### src/rtl/bounded_event_counter.sv
module bounded_event_counter #(
  parameter int W = 32
) (
  input  logic                clk,
  input  logic                rst_n,
  input  logic                cnt_pulse,
  input  logic                dir_up,
  input  logic                gate_en,
  input  logic                free_dir,
  input  logic                sync_req,
  input  logic                sts_clr,
  input  logic signed [W-1:0] lim_lo,
  input  logic signed [W-1:0] lim_hi,
  input  logic signed [W-1:0] load_val,
  output logic signed [W-1:0] count,
  output logic                sts_up,
  output logic                sts_gate,
  output logic                flg_zero,
  output logic                flg_udf,
  output logic                flg_ovf,
  output logic                flg_sync
);

  localparam logic signed [W-1:0] MINUS1 = '1;

  logic step, load, at_hi, at_lo, pend;
  logic ev_ovf, ev_udf, ev_zero;
  logic signed [W-1:0] nxt;

  assign sts_up   = dir_up;
  assign sts_gate = gate_en;

  assign step  = gate_en & cnt_pulse;
  assign load  = step & (pend | sync_req);
  assign at_hi = count >= lim_hi;
  assign at_lo = count <= lim_lo;

  assign ev_ovf  = step & ~load & dir_up & at_hi;
  assign ev_udf  = step & ~load & ~dir_up & at_lo;
  assign ev_zero = step & ~load & free_dir &
                   ((dir_up & ~at_hi & (count == MINUS1)) |
                    (~dir_up & ~at_lo & (count == '0)));

  always_comb begin
    nxt = count;
    if (load)        nxt = load_val;
    else if (ev_ovf) nxt = lim_lo;
    else if (ev_udf) nxt = lim_hi;
    else if (step)   nxt = dir_up ? count + 1'b1 : count - 1'b1;
  end

  always_ff @(posedge clk) begin
    if (!rst_n) begin
      count    <= '0;
      pend     <= 1'b0;
      flg_zero <= 1'b0;
      flg_udf  <= 1'b0;
      flg_ovf  <= 1'b0;
      flg_sync <= 1'b0;
    end else begin
      count    <= nxt;
      pend     <= ~load & (pend | sync_req);
      flg_zero <= ev_zero | (flg_zero & ~sts_clr);
      flg_udf  <= ev_udf  | (flg_udf  & ~sts_clr);
      flg_ovf  <= ev_ovf  | (flg_ovf  & ~sts_clr);
      flg_sync <= load    | (flg_sync & ~sts_clr);
    end
  end


  hold_no_step_chk: assert property (@(posedge clk) disable iff (!rst_n)
    !(gate_en && cnt_pulse) |=> $stable(count));


  wrap_hi_chk: assert property (@(posedge clk) disable iff (!rst_n)
    $rose(flg_ovf) |-> count == $past(lim_lo));


  wrap_lo_chk: assert property (@(posedge clk) disable iff (!rst_n)
    $rose(flg_udf) |-> count == $past(lim_hi));


  sync_load_chk: assert property (@(posedge clk) disable iff (!rst_n)
    $rose(flg_sync) |-> count == $past(load_val));


  ovf_sticky_chk: assert property (@(posedge clk) disable iff (!rst_n)
    flg_ovf && !sts_clr |=> flg_ovf);


  zero_sticky_chk: assert property (@(posedge clk) disable iff (!rst_n)
    flg_zero && !sts_clr |=> flg_zero);


  flag_needs_step_chk: assert property (@(posedge clk) disable iff (!rst_n)
    $rose(flg_udf) |-> $past(gate_en && cnt_pulse));

endmodule

### config.mk
export PLATFORM = sky130hd
export DESIGN_NAME = bounded_event_counter
export DESIGN_NICKNAME = d
export VERILOG_FILES = /design/src/rtl/bounded_event_counter.sv
export SDC_FILE = /design/constraint.sdc
export NUM_CORES = 1
export LEC_CHECK = 0
export CELL_PAD_IN_SITES_DETAIL_PLACEMENT = 0
export CELL_PAD_IN_SITES_GLOBAL_PLACEMENT = 1
export CORE_MARGIN = 4
export CORE_UTILIZATION = 37
export DETAILED_ROUTE_END_ITERATION = 8
export PLACE_DENSITY_LB_ADDON = 0.1
export SLEW_MARGIN = 20
export SYNTH_ARGS = -nofsm -noshare
export SYNTH_HDL_FRONTEND = slang
export SYNTH_SLANG_ARGS = --single-unit
### constraint.sdc
create_clock -name clk -period 3.7 [get_ports clk]
set_clock_uncertainty 0.05 [all_clocks]
set_input_delay 0.555 -clock clk [delete_from_list [all_inputs] [get_ports clk]]
set_output_delay 0.555 -clock clk [all_outputs]
set_load 0.02 [all_outputs]
## Word level (Yosys, flattened, before mapping)

Cells that the tools add are included.

- Register bits: 37
- Latch bits: 0
- RAM bits: 0
- ROM bits: 0
- Output and inout bits: 38
- Word-level logic and storage cells: 47
- Memories: 0

- Add/sub/neg operators: 2
- Multiply operators: 0
- Div/mod/pow operators: 0
- $lt $le $gt $ge: 2
- Eq/ne operators: 1
- Shifts and indexed selects: 0
- Muxes and demuxes: 5
- Bitwise operators: 29
- Reductions and logical operators: 2

Operators by type and width:

| cell | count |
|---|---|
| $mux 32 | 5 |
| $add 32x1->32 const B | 1 |
| $eq 32x1->1 const B | 1 |
| $ge 32x32->1 | 1 |
| $le 32x32->1 | 1 |
| $logic_not 32->1 | 1 |
| $sub 32x1->32 const B | 1 |
| $and 1x1->1 | 18 |
| $or 1x1->1 | 6 |
| $not 1->1 | 5 |
| $reduce_bool 4->1 | 1 |

## Longest topological paths before layout

Gate-level depths: netlist (run 1).

- Depth after elaboration: 9
- Gate-level depth with buffers: 13

## Worst setup path before layout (run 1)

OpenSTA, ideal clock, no wires.

- Kind: in2reg
- Start: in dir_up
- End: reg count[28]
- Arrival time: 3.257 ns
- Slack: 0.323 ns
- Stages on the path: 11
- Cells stage by stage: inv_1 > ha_1 > o211ai_1 > o211ai_2 > a21oi_2 > a31oi_4 > a221oi_4 > o31ai_1 > a2111oi_2 > o21ai_1 > a21oi_1

- Cells in the longest elaborated chain, start to end: 6
- Elaborated cells between the ends (all ways): 11
- Classes of those cells: mux (5); bitwise (5); reduce/logical (1)

RTL lines:

| item | RTL line | RTL |
|---|---|---|
| start, declared | 7 | `input logic dir_up,` |
| $not 1->1 | 39 | `assign ev_udf = step & ~load & ~dir_up & at_lo;` |
| $and 1x1->1 (2 in a row) | 39 |  |
| $mux 32 | 48 | `else if (ev_udf) nxt = lim_hi;` |
| $mux 32 | 47 | `else if (ev_ovf) nxt = lim_lo;` |
| $mux 32 | 46 | `if (load) nxt = load_val;` |
| end signal, assigned | 61 | `count <= nxt;` |
| end, declared | 15 | `output logic signed [W-1:0] count,` |

Several ways; a longest one is shown, not always the timed one. The select of a mux whose other input is x is not followed.
A chain may end at the register's enable or synchronous reset.

## Worst setup path after layout (run 1)

- Start: in dir_up
- End: reg count[31]

Same word-level chain as after synthesis.

==> flow_summary.ini, run 1 <==
[yosys]
synth_top_area_share_pct = 20.1
synth.yosys.seq_area_share_pct = 12.7
syn_area_um2 = 5840
synth-edff-count = 0
synth_cell_type_count = 78
async_flop_share_pct = 0
syn_area_per_cell_um2 = 7.39
post-synth-top-count-cell = a21oi_1
synth_flop_cell = dfxtp_1
yosysWarnings = 0
synth_area_leaders = ha_1, dfxtp_1, a21oi_1, o21ai_0, inv_1
synthTopCellsByCount = a21oi_1, ha_1, inv_1
syn_nets = 989
ys_ff_latch = 37
synth_cells = 790
synth_top_cell_by_area = ha_1

[detailed_routing]
drt_iter0_drc = 419
routedWlPerCell_um = 21.0
routedLengthMet1_um = 11600
detail-route-antenna-nets = 0
num_vias = 6984
via_per_inst = 5.80
drt_pass1_iterations = 4
top_layer = met4
drc = 0
wl_met3_um = 1630
wl_um = 25300
met2WireLength_um = 11300

[global_route]
grt_max_degree = 32
gr-total-overflow = 0
groute.usage.overall_pct = 27.8
grt_pass1_vias = 7071
antenna_found_initial = 0
grt_pass1_wl_um = 39200

[cts]
cts_resized = 0
numCtsBuffers = 5
clockRootBuffer = clkbuf_16
cts-htree-levels = 2
cts_tree = done
cts_setup_buffers = 0
clk_pin_slew_worst_paths_ns = 0.06
clk-insertion-delay-late_ns = 0.30
clock_sinks = 37
clockBufferDepth = 2
cts_hold_buffers = 0

[placed_design]
place.gp.congestion = 0.962
port-buffer-count = 141
hpwl_um = 20200
dpl-instance-area_um2 = 7970

[floorplan]
pin_count = 142
die_w_um = 134
rows = 45
core_area_um2 = 15300
fp.dieH_um = 134
die-area_um2 = 17900
initial_core_util_pct = 38.1

[timing]
worst_pin_slew_ns = 0.675
rsz0062_at_grt = no
setup_viol = 0
hold_slack_ns = 0.423
drv_slew = 0
slew_headroom_pct = 54.9
hold_violations = 0
period_share_pct = 95.3
fin_crit_ns = 3.53
fmax_mhz = 283

[setup_path]
reg2regPathDepth = 11
path_depth = 17
critPathLaunch = dir_up
crit_required_ns = 3.87
cp_top_family = buffers and inverters
crit_slowest_cell = clkdlybuf4s50_1
r2r_slack_ns = 0.52
critPathBufInv = 7
cp.arrival_ns = 3.69
crit_top_cell = buf_4
crit_fanout = 13
startpoint_type = primary input
critPathCapture = count[31]
cp_cell_sequence = clkdlybuf4s50_1 -> inv_1 -> buf_12 -> ha_1 -> buf_4 -> a21oi_1 -> o211ai_1 -> a21oi_1 -> buf_4 -> nor4_1 -> buf_4 -> o21ai_0 -> buf_4 -> nand3_1 -> xnor2_1 -> nand4_1 -> a31oi_1
r2r-start = count[30]
crit_type = primary input to flop
max_stage_delay_ns = 0.52
critical_path.endpoint_type = flop
r2r-end = count[24]

[cells_and_area]
layout-drive-gt1-share_pct = 14.2
nets = 1192
syn2layout_area_growth_pct = 39.1
nFillCells = 1518
post-route-util_pct = 53.0
antenna_cells = 0
fin_area_um2 = 8120

[power_and_ir_drop]
cellLeakagePower_nw = 3.76
powerDensity_nw_per_um2 = 254
peakVddDrop_v = 0.000163
finalPower_mw = 2.07

[flow_run]
drv_cap = 0

[worst_hold_path]
hp-class = flop to flop

[run_status]
outcome = finished clean
-- layout make-up --
cell class | instances | area [um^2] | share of cell area, %
Clock buffer | 6 | 139 | 1.71
Clock inverter | 2 | 13.8 | 0.169
Inverter | 77 | 289 | 3.56
Multi-Input combinational cell | 634 | 4500 | 55.4
Sequential cell | 37 | 741 | 9.12
Tap cell | 211 | 264 | 3.25
Timing Repair Buffer | 238 | 2180 | 26.8
-- through the flow --
stage	TNS (ns)	instances	worst slack [ns]
detailed placement	-0.212	1197	-0.0664
CTS	0	1205	0.213
floorplan	0	790	0.324
finish	0	1205	0.172
global placement	-0.137	1197	-0.0900
global route	0	1205	0.000787
-- routing by layer --
layer  global-route usage, %  up-vias
met5                       0        -
met4                    11.2        0
met3                    3.97       50
met2                    44.1      307
met1                    37.9     3292
li1                        -     3335
-- cell usage in the layout, fill, tap and decap left out, types with 6 or more instances in the layout --
master and n:
o21ai_0 72, xnor2_1 15, buf_4 94, a21oi_1 114, o221ai_1 8, xor2_1 14
a21o_1 22, mux2i_1 6, nor3_1 7, a211oi_1 6, nand3_1 17, a31oi_1 10
dfxtp_1 37, nand2_1 74, nor2_1 26, clkdlybuf4s50_1 141, a31o_2 10, o211ai_1 7
nand2b_1 7, ha_1 94, nand4_1 26, nor4_1 13, inv_1 76
-- logic make-up (layout without fill, tap and decap cells) --
family	count (synthesis)	in the layout	share of synthesized area (%)
buffers and inverters	119	323	10.3
adders and majority gates	95	95	20.5
muxes	7	7	1.22
AOI/OAI and AO/OA	311	311	34.7
DFF	37	37	12.7
and+or+nand+nor	192	192	16.2
xor gates and xnor gates	29	29	4.35
-- registers in the layout (all words and copies together), names as in the netlist --
register and flops:
pend 1, flg_zero 1, flg_ovf 1, flg_udf 1, count 32, flg_sync 1
-- tightest hold or removal path, delay by kind of cell, from the launching register on --
kind	cells	cell delay, ns
flip-flops	1	0.31
AND/OR/NAND/NOR	1	0.06
AO/OA/AOI/OAI	1	0.06
-- power breakdown --
part           internal, mW  switching, mW
logic                 0.526          0.578
registers             0.425         0.0579
clock network         0.269          0.209
total                  1.22          0.845
-- worst min-delay path by stage --
stage          startpoint       end  slack [ns]  cells after the start
6_report         flg_sync  flg_sync        0.42                      2
5_1_grt          flg_sync  flg_sync        0.45                      2
4_1_cts          flg_sync  flg_sync        0.43                      2
3_5_place_dp     flg_sync  flg_sync        0.42                      2
3_3_place_gp     flg_zero  flg_zero        0.41                      2
2_1_floorplan    flg_zero  flg_zero        0.49                      2
Note: power is estimated with default switching activity, not from simulation.
==> run 2, diff against run 1 <==
--- a/config.mk
+++ b/config.mk
@@ -9,6 +9,7 @@
 export CELL_PAD_IN_SITES_GLOBAL_PLACEMENT = 1
 export CORE_MARGIN = 4
 export CORE_UTILIZATION = 37
+export CTS_CLUSTER_DIAMETER = 40
 export DETAILED_ROUTE_END_ITERATION = 8
 export PLACE_DENSITY_LB_ADDON = 0.1
 export SLEW_MARGIN = 20
==> results of run 2 <==
Final layout, timing and power as in run 1 (identical DEF).
